<file path="config.mk">
export PLATFORM = sky130hd
export DESIGN_NAME = dma_xfer_engine
export DESIGN_NICKNAME = d
export VERILOG_FILES = /design/src/rtl/dmx_pkg.sv /design/src/rtl/dmx_ptr.sv /design/src/rtl/dmx_alu.sv /design/src/rtl/dmx_ctrl.sv /design/src/rtl/dma_xfer_engine.sv
export SDC_FILE = /design/constraint.sdc
export NUM_CORES = 1
export LEC_CHECK = 0
export ABC_AREA = 1
export CAP_MARGIN = 15
export CELL_PAD_IN_SITES_DETAIL_PLACEMENT = 1
export CELL_PAD_IN_SITES_GLOBAL_PLACEMENT = 1
export CORE_MARGIN = 3
export CORE_UTILIZATION = 33
export CTS_BUF_LIST = sky130_fd_sc_hd__clkbuf_2 sky130_fd_sc_hd__clkbuf_4 sky130_fd_sc_hd__clkbuf_8
export DETAILED_ROUTE_END_ITERATION = 8
export HOLD_SLACK_MARGIN = 0.15
export PLACE_DENSITY = 0.8
export SKIP_LAST_GASP = 1
export SYNTH_ARGS = -nofsm -noshare
export SYNTH_HDL_FRONTEND = slang
export SYNTH_HIERARCHICAL = 1
export SYNTH_SLANG_ARGS = --single-unit
</file>
<file path="constraint.sdc">
create_clock -name clk -period 2.92 [get_ports clk]
set_clock_uncertainty 0.1 [all_clocks]
set_input_delay 0.438 -clock clk [delete_from_list [all_inputs] [get_ports clk]]
set_output_delay 0.438 -clock clk [all_outputs]
set_load 0.05 [all_outputs]
</file>
<file path="src/rtl/dmx_pkg.sv">
`timescale 1ns/1ps
package dmx_pkg;
  localparam int DATA_W = 16;

  typedef enum logic [1:0] {
    ST_IDLE = 2'd0,
    ST_RSRC = 2'd1,
    ST_ROPD = 2'd2,
    ST_WR   = 2'd3
  } dmx_state_e;

  typedef struct packed {
    logic wide;
    logic src_imm;
    logic calc;
    logic src_inc;
    logic dst_inc;
    logic burst;
    logic irq_en;
  } dmx_mode_t;
endpackage

</file>
<file path="src/rtl/dmx_ptr.sv">
`timescale 1ns/1ps
// One address/value register with load and post-transfer advance.
module dmx_ptr #(
  parameter int W = 16
) (
  input  logic         clk,
  input  logic         rst,
  input  logic         load,
  input  logic [W-1:0] load_val,
  input  logic         adv,
  input  logic         two,
  output logic [W-1:0] q
);
  localparam logic [W-1:0] STEP1 = W'(1);
  localparam logic [W-1:0] STEP2 = W'(2);

  always_ff @(posedge clk) begin
    if (rst)       q <= '0;
    else if (load) q <= load_val;
    else if (adv)  q <= q + (two ? STEP2 : STEP1);
  end
endmodule

</file>
<file path="src/rtl/dmx_alu.sv">
`timescale 1ns/1ps
// Operand capture and result formation for copy, immediate and sum paths.
module dmx_alu
  import dmx_pkg::*;
(
  input  logic              clk,
  input  logic              rst,
  input  logic              cap,
  input  dmx_mode_t         mode,
  input  logic [DATA_W-1:0] imm,
  input  logic [DATA_W-1:0] rdata,
  output logic [DATA_W-1:0] wdata
);
  localparam int LANE = DATA_W / 2;

  logic [DATA_W-1:0] imm_v, rd_v, a_q, sum, res;

  // narrow mode keeps the low lane only
  assign imm_v = mode.wide ? imm   : {{LANE{1'b0}}, imm[LANE-1:0]};
  assign rd_v  = mode.wide ? rdata : {{LANE{1'b0}}, rdata[LANE-1:0]};

  always_ff @(posedge clk) begin
    if (rst)      a_q <= '0;
    else if (cap) a_q <= mode.src_imm ? imm_v : rd_v;
  end

  assign sum = a_q + rd_v;

  always_comb begin
    if (mode.calc)         res = sum;
    else if (mode.src_imm) res = imm_v;
    else                   res = rd_v;
  end

  assign wdata = mode.wide ? res : {{LANE{1'b0}}, res[LANE-1:0]};
endmodule

</file>
<file path="src/rtl/dmx_ctrl.sv">
`timescale 1ns/1ps
// Sequencer: mode/count registers, request pending flag, end pulse.
module dmx_ctrl
  import dmx_pkg::*;
#(
  parameter int CNT_W = 16
) (
  input  logic             clk,
  input  logic             rst,
  input  logic             cfg_load,
  input  dmx_mode_t        cfg_mode,
  input  logic [CNT_W-1:0] cfg_count,
  input  logic             xfer_req,
  output dmx_state_e       st,
  output dmx_mode_t        mode,
  output logic [CNT_W-1:0] count,
  output logic             done
);
  localparam logic [CNT_W-1:0] ONE = CNT_W'(1);

  dmx_state_e st_n, first_st;
  logic       pend, again;

  always_comb begin
    if (mode.src_imm) first_st = mode.calc ? ST_ROPD : ST_WR;
    else              first_st = ST_RSRC;
  end

  assign again = (count > ONE) && (mode.burst || pend);

  always_comb begin
    st_n = st;
    unique case (st)
      ST_IDLE: if ((xfer_req || pend) && (count != '0)) st_n = first_st;
      ST_RSRC: st_n = mode.calc ? ST_ROPD : ST_WR;
      ST_ROPD: st_n = ST_WR;
      ST_WR:   st_n = again ? first_st : ST_IDLE;
      default: st_n = ST_IDLE;
    endcase
  end

  always_ff @(posedge clk) begin
    if (rst) begin
      st    <= ST_IDLE;
      mode  <= '0;
      count <= '0;
      pend  <= 1'b0;
      done  <= 1'b0;
    end else begin
      st   <= st_n;
      done <= 1'b0;
      if (cfg_load && st == ST_IDLE) begin
        mode  <= cfg_mode;
        count <= cfg_count;
      end
      if (st == ST_WR) begin
        count <= count - ONE;
        if (count == ONE) done <= mode.irq_en;
      end
      if (st == ST_IDLE) pend <= 1'b0;
      else if (st == ST_WR && again && !mode.burst) pend <= 1'b0;
      if (xfer_req && st != ST_IDLE) pend <= 1'b1;
    end
  end
endmodule

</file>
<file path="src/rtl/dma_xfer_engine.sv">
`timescale 1ns/1ps
module dma_xfer_engine
  import dmx_pkg::*;
#(
  parameter int ADDR_W = 16,
  parameter int CNT_W  = 16
) (
  input  logic              clk,
  input  logic              rst,
  input  logic              cfg_load,
  input  logic              cfg_wide,
  input  logic              cfg_src_imm,
  input  logic              cfg_calc,
  input  logic              cfg_src_inc,
  input  logic              cfg_dst_inc,
  input  logic              cfg_burst,
  input  logic              cfg_irq_en,
  input  logic [CNT_W-1:0]  cfg_count,
  input  logic [15:0]       cfg_src,
  input  logic [ADDR_W-1:0] cfg_opd,
  input  logic [ADDR_W-1:0] cfg_dst,
  input  logic              xfer_req,
  output logic              mem_req,
  output logic              mem_we,
  output logic              mem_wide,
  output logic [ADDR_W-1:0] mem_addr,
  output logic [15:0]       mem_wdata,
  input  logic [15:0]       mem_rdata,
  output logic              irq_block,
  output logic              done_irq,
  output logic [CNT_W-1:0]  count_out
);
  localparam int NPTR  = 3;
  localparam int P_SRC = 0;
  localparam int P_OPD = 1;
  localparam int P_DST = 2;

  dmx_state_e st;
  dmx_mode_t  mode, cfg_mode;
  logic       ld_en;

  logic [DATA_W-1:0] p_ld  [NPTR];
  logic [DATA_W-1:0] p_q   [NPTR];
  logic              p_adv [NPTR];

  assign cfg_mode = '{wide: cfg_wide, src_imm: cfg_src_imm, calc: cfg_calc,
                      src_inc: cfg_src_inc, dst_inc: cfg_dst_inc,
                      burst: cfg_burst, irq_en: cfg_irq_en};

  dmx_ctrl #(.CNT_W(CNT_W)) u_ctrl (
    .clk       (clk),
    .rst       (rst),
    .cfg_load  (cfg_load),
    .cfg_mode  (cfg_mode),
    .cfg_count (cfg_count),
    .xfer_req  (xfer_req),
    .st        (st),
    .mode      (mode),
    .count     (count_out),
    .done      (done_irq)
  );

  assign ld_en = cfg_load && (st == ST_IDLE);

  assign p_ld[P_SRC] = cfg_src;
  assign p_ld[P_OPD] = DATA_W'(cfg_opd);
  assign p_ld[P_DST] = DATA_W'(cfg_dst);

  // operand address follows the memory source
  assign p_adv[P_SRC] = (st == ST_WR) && mode.src_inc && !mode.src_imm;
  assign p_adv[P_OPD] = (st == ST_WR) && mode.src_inc && !mode.src_imm && mode.calc;
  assign p_adv[P_DST] = (st == ST_WR) && mode.dst_inc;

  for (genvar gi = 0; gi < NPTR; gi++) begin : g_ptr
    dmx_ptr #(.W(DATA_W)) u_ptr (
      .clk      (clk),
      .rst      (rst),
      .load     (ld_en),
      .load_val (p_ld[gi]),
      .adv      (p_adv[gi]),
      .two      (mode.wide),
      .q        (p_q[gi])
    );
  end

  dmx_alu u_alu (
    .clk   (clk),
    .rst   (rst),
    .cap   (st == ST_ROPD),
    .mode  (mode),
    .imm   (p_q[P_SRC]),
    .rdata (mem_rdata),
    .wdata (mem_wdata)
  );

  assign mem_req   = (st != ST_IDLE);
  assign mem_we    = (st == ST_WR);
  assign mem_wide  = mode.wide;
  assign irq_block = (st != ST_IDLE);

  always_comb begin
    unique case (st)
      ST_RSRC: mem_addr = p_q[P_SRC][ADDR_W-1:0];
      ST_ROPD: mem_addr = p_q[P_OPD][ADDR_W-1:0];
      ST_WR:   mem_addr = p_q[P_DST][ADDR_W-1:0];
      default: mem_addr = '0;
    endcase
  end
endmodule

</file>
==> out/qor.yml, run 1 <==
status: "completed"
crit_type: "in2out"
grt_usage: 0.219
p_per_area_nw_per_um2: 768
cp_max_fo: 3
postPlaceCellArea_um2: 9520
clk_pin_slew_ps: 90
crit_required_ps: 2380
drv_slew: 0
min_from: "u_ctrl/mode[0]$_SDFFE_PP0P_"
drtIter0Drc: 422
dieArea_um2: 24800
r2r_start: "u_ctrl/mode[6]$_SDFFE_PP0P_"
ios: 144
cp_slowest_stage_delay_ps: 450
hpwl_um: 20600
min_period_ps: 2870
synth_top_area_frac: 0.241
synthArstFlopShare: 0
areaGrowthSynthToFinish_pct: 32.9
drc: 0
min_path_cells: 2
grt_max_degree: 37
cts_root_buf: "clkbuf_8"
cts_sinks: 91
finalNetCount: 1434
vias_per_cell: 5.21
antenna_left: 0
globalplace.congestion: 0.878
hold_viol_final: 0
n_antenna_cell: 0
grt_overflow: 0
arrival_ps: 2330
seq_area_frac_synth: 0.241
design_area_um2: 10100
ys.flop_type: "dfxtp_1"
htreeDepth: 3
layout_commonest_cell: "nand2_1"
synthTopCellsByArea: "dfxtp_1, nand2_1, nand3_1"
crit_path_start_kind: "input pin"
period_share: 0.982
die_w_um: 157
peakVddDrop_v: 0.000630
wl_per_cell_um: 17.4
postLayoutSetupSlackWorst_ps: 52.4
start_util: 0.341
path_common_cell: "nand2_1"
cts_made_buffers: 9
grt_pass1_vias: 8419
worst_pin_slew_ps: 665
r2r_cells: 13
synth_nets: 1302
slowest_stage: "clkdlybuf4s50_1"
ys_ff_latch: 91
top_layer_used: "met4"
drt-pass1-iter-count: 5
synth_top_cell_by_area: "dfxtp_1"
crit_chain: "clkdlybuf4s50_1 -> ha_1 -> or2_0 -> nand3b_1 -> nand2_2 -> nand2_2 -> nand2_1 -> nand2_1 -> nand3_1 -> nand2_1 -> inv_1 -> buf_12"
mostFrequentLayoutCells: "nand2_1, inv_1, nand3_1"
r2r-end: "g_ptr[2].u_ptr/q[14]$_SDFFE_PP0P_"
max_freq_mhz: 349
rows: 54
avgSynthCellArea_um2: 6.40
wl_met3_um: 1180
hold_path.class: "reg2reg"
rsz0062_at_grt: "yes"
synth_edf_count: 0
rrSetupSlack_ps: 340
die_h_um: 157
drive_gt1_frac: 0.167
drt-total-wl_um: 27900
synthCells: 1183
holdBufCountCts: 0
antenna_found_initial: 0
min_to: "u_ctrl/done$_SDFF_PP0_"
synth_cell_types: 52
dr_total_vias: 8331
clockBufferDepth: 2
cts_tree: "built"
wl_met1_um: 12900
core_um2: 22200
yosysWarnings: 6
setup_viol: 0
p_leak_nw: 4.60
wl_met2_um: 13400
clk_latency_ps: 390
place_ws_ps: -93.5
numPortBuffers: 143
worstSetupEndpointType: "primary output"
slew_headroom: 0.556
grt_pass1_wl_um: 43700
netlist_area_um2: 7570
cap_violations: 0
synth_stat cells (6+ instances only):
master / n
nand2_1: 282
inv_1: 155
nand3_1: 134
nor2_1: 114
dfxtp_1: 91
o21ai_0: 54
a21oi_1: 53
a22oi_1: 36
nand3_2: 26
ha_1: 24
buf_2: 18
nand2_2: 17
o21ai_1: 17
nor2_2: 13
xor2_1: 12
buf_6: 11
inv_2: 11
a21oi_2: 9
o21bai_2: 9
nor3_1: 8
xnor2_1: 8
nand4_1: 7
nor2_4: 7
a21o_1: 6
buf_4: 6
nand2_4: 6
area by class of cell:
type                       instances  area (um^2)
sequential                        91         1830
fill                            2834        12100
inverter                         173          672
timing repair buffer             164         1970
multi-input combinational        876         5010
tap                              280          350
clock inverter                     7         92.6
clock buffer                       9          124
repair_timing:
action	in CTS	in global routing
resized for setup	12	39
pin swaps	1	10
buffers inserted	1	4
gates cloned	1	0
setup endpoints to repair	8	11
routing by layer:
metal  up-vias  track usage
li1       4107            -
met1      3990        0.296
met2       197        0.363
met3        37       0.0272
met4         0       0.0731
met5         -            0
flip-flops by register name (all words and copies together), names as in the netlist:
name and flops:
u_ctrl/done 1, u_ctrl/count 16, u_alu/a_q 16, u_ctrl/pend 1, u_ctrl/mode 7, g_ptr.u_ptr/q 48, u_ctrl/st 2
cell families after synthesis:
logic type,share of synthesized area
fa+ha+maj,0.0503
compound gates,0.165
mux,0.00397
xor+xnor,0.0232
simple gates,0.386
flops,0.241
buf+inv,0.130
stage by stage:
stage               hold slack, ps  cells  utilization  setup TNS [ps]  power [W]
finish                         362   1600        0.454               0    0.00772
global route                   389   1600        0.454            -206    0.00829
CTS                            361   1597        0.444           -8.14    0.00759
detailed placement             348   1579        0.430            -348    0.00648
global placement               336   1579        0.430           -81.1    0.00636
floorplan                      322   1183            -               0    0.00498
power breakdown:
group	switching (W)	internal, W
combinational	0.00291	0.00180
clock	0.000500	0.000481
sequential	0.000488	0.00154
critical path: cells and delay by family:
kind / cells / cell delay (ps)
adders and majority gates: 1 / 350
buffers and inverters: 3 / 650
and+or+nand+nor: 8 / 880
worst max path at each step:
stage / depth (start not counted) / slack, ps / to / from
floorplan: 13 / 9 / mem_wdata[15] / u_ctrl/mode[6]$_SDFFE_PP0P_
global placement: 14 / -30 / mem_wdata[14] / mem_rdata[0]
detailed placement: 14 / -90 / mem_wdata[10] / mem_rdata[0]
CTS: 14 / -8 / mem_wdata[10] / mem_rdata[0]
global route: 13 / -70 / mem_wdata[14] / u_ctrl/mode[6]$_SDFFE_PP0P_
finish: 12 / 50 / mem_wdata[10] / mem_rdata[3]
Power figures use the tool's default switching activity.
==> run 2, diff against run 1 <==
Settings changed: ABC_CLOCK_PERIOD_IN_PS set to 2920, GPL_ROUTABILITY_DRIVEN set to 0, SLEW_MARGIN set to 40.
==> results of run 2 <==
Final layout, timing and power as in run 1 (identical DEF).
==> run 3, diff against run 2 <==
Settings changed: CORE_UTILIZATION 33 to 38, PLACE_DENSITY 0.8 to 0.89, REMOVE_ABC_BUFFERS set to 1.
==> out/qor.yml, run 3 (synthesized netlist as in run 1, its figures left out) <==
min_period_ps: 2880
drc: 0
crit_chain: "clkdlybuf4s50_1 -> ha_4 -> or2_0 -> nand3b_1 -> nand2_2 -> xnor2_1 -> o21ai_0 -> buf_4 -> buf_12"
dieArea_um2: 21600
slowest_stage: "clkdlybuf4s50_1"
cts_sinks: 91
die_h_um: 147
grt_max_degree: 49
drt-pass1-iter-count: 5
cts_root_buf: "clkbuf_8"
setup_viol: 0
p_per_area_nw_per_um2: 772
crit_required_ps: 2380
grt_usage: 0.255
grt_pass1_wl_um: 45200
antenna_found_initial: 2
hold_viol_final: 0
grt_pass1_vias: 8794
core_um2: 19100
worstSetupEndpointType: "primary output"
n_antenna_cell: 0
grt_overflow: 0
period_share: 0.987
clk_latency_ps: 380
arrival_ps: 2350
clk_pin_slew_ps: 90
antenna_left: 0
hold_path.class: "reg2reg"
drv_slew: 0
layout_commonest_cell: "nand2_1"
slew_headroom: 0.563
wl_per_cell_um: 18.7
ios: 144
drtIter0Drc: 581
start_util: 0.395
design_area_um2: 10000
areaGrowthSynthToFinish_pct: 32.4
worst_pin_slew_ps: 654
cap_violations: 0
top_regs: "g_ptr.u_ptr/q x48, u_alu/a_q x16, u_ctrl/count x16"
drt-total-wl_um: 29400
cts_made_buffers: 9
finalNetCount: 1433
holdBufCountCts: 0
htreeDepth: 3
largest_reg_flops: 48
cp_slowest_stage_delay_ps: 550
hpwl_um: 21000
rows: 50
peakVddDrop_v: 0.000553
rsz0062_at_grt: "yes"
max_freq_mhz: 347
cp_max_fo: 3
clockBufferDepth: 2
mostFrequentLayoutCells: "nand2_1, inv_1, nand3_1"
dr_total_vias: 8621
crit_type: "in2out"
crit_path_start_kind: "input pin"
numPortBuffers: 143
die_w_um: 147
regMostFlops: "g_ptr.u_ptr/q"
p_leak_nw: 4.55
drive_gt1_frac: 0.166
cts_tree: "built"
vias_per_cell: 5.47
postPlaceCellArea_um2: 9520
status: "completed"
tns_ps: 0
==> run 3: changes by cell type in the layout (fill, tap and decap cells not counted), moves of 2 or more <==
| cell | before | now |
|---|---|---|
| a21oi_1 | 51 | 48 |
| nand2_2 | 25 | 22 |
| clkinv_2 | 3 | 1 |
| inv_1 | 152 | 148 |
| o21ai_1 | 19 | 17 |
| buf_4 | 20 | 15 |
| a21oi_2 | 11 | 14 |
| o21ai_0 | 52 | 54 |
| nand2_1 | 269 | 273 |
| clkinv_4 | 2 | 0 |
| dlygate4sd2_1 | 0 | 2 |
| inv_2 | 14 | 18 |
| buf_12 | 35 | 38 |
==> run 3: through the flow <==
stage | setup WS [ps] | instances | util | hold WS, ps | total power [W]
final | 36.6 | 1576 | 0.523 | 358 | 0.00773
after CTS | -13.6 | 1573 | 0.511 | 355 | 0.00746
after detailed placement | -116 | 1559 | 0.497 | 350 | 0.00650
after global routing | -70.0 | 1576 | 0.523 | 352 | 0.00822
after global placement | -20.0 | 1559 | 0.497 | 340 | 0.00632
after floorplan | -1530 | 1140 | - | 322 | 0.00472
==> run 3: timing repair <==
action,CTS,global route
endpoints found under the setup margin,8,9
resized for setup,14,41
buffers inserted,0,2
cloned,1,1
pin swaps,1,5
==> run 3: critical path: cells and delay by family <==
kind                     cells  cell delay (ps)
XOR/XNOR                     1              210
AND/OR/NAND/NOR              3              490
buffers and inverters        3              840
adder cells (fa/ha/maj)      1              240
AO/OA/AOI/OAI                1              110
==> run 3: path summary, 6_finish.rpt <==
check / from / end / slack, ps / cells past startpoint
max: mem_rdata[3] / mem_wdata[6] / 40 / 9
min: u_ctrl/mode[1]$_SDFFE_PP0P_ / u_ctrl/mode[1]$_SDFFE_PP0P_ / 360 / 2
max reg2reg: u_ctrl/mode[6]$_SDFFE_PP0P_ / g_ptr[2].u_ptr/q[14]$_SDFFE_PP0P_ / 330 / 13
min reg2reg: u_ctrl/mode[1]$_SDFFE_PP0P_ / u_ctrl/mode[1]$_SDFFE_PP0P_ / 360 / 2
==> run 3: layout make-up <==
| class | instances | area (um^2) |
|---|---|---|
| fill | 2502 | 9130 |
| multi-input combinational | 876 | 5010 |
| timing repair buffer | 163 | 2010 |
| sequential | 91 | 1830 |
| inverter | 173 | 672 |
| tap | 260 | 325 |
| clock buffer | 10 | 131 |
| clock inverter | 3 | 42.5 |
==> run 3: metal layers <==
layer	vias up	part of all wire	GRT usage
li1	4105	-	-
met1	4207	0.43	0.317
met2	235	0.50	0.455
met3	70	0.045	0.0364
met4	4	0.027	0.0792
met5	-	0.00099	0
==> run 3: power by group <==
group,internal (W),leakage [nW],switching [W]
Combinational,0.00182,3.72,0.00303
Clock,0.000391,0.0875,0.000476
Sequential,0.00154,0.747,0.000470
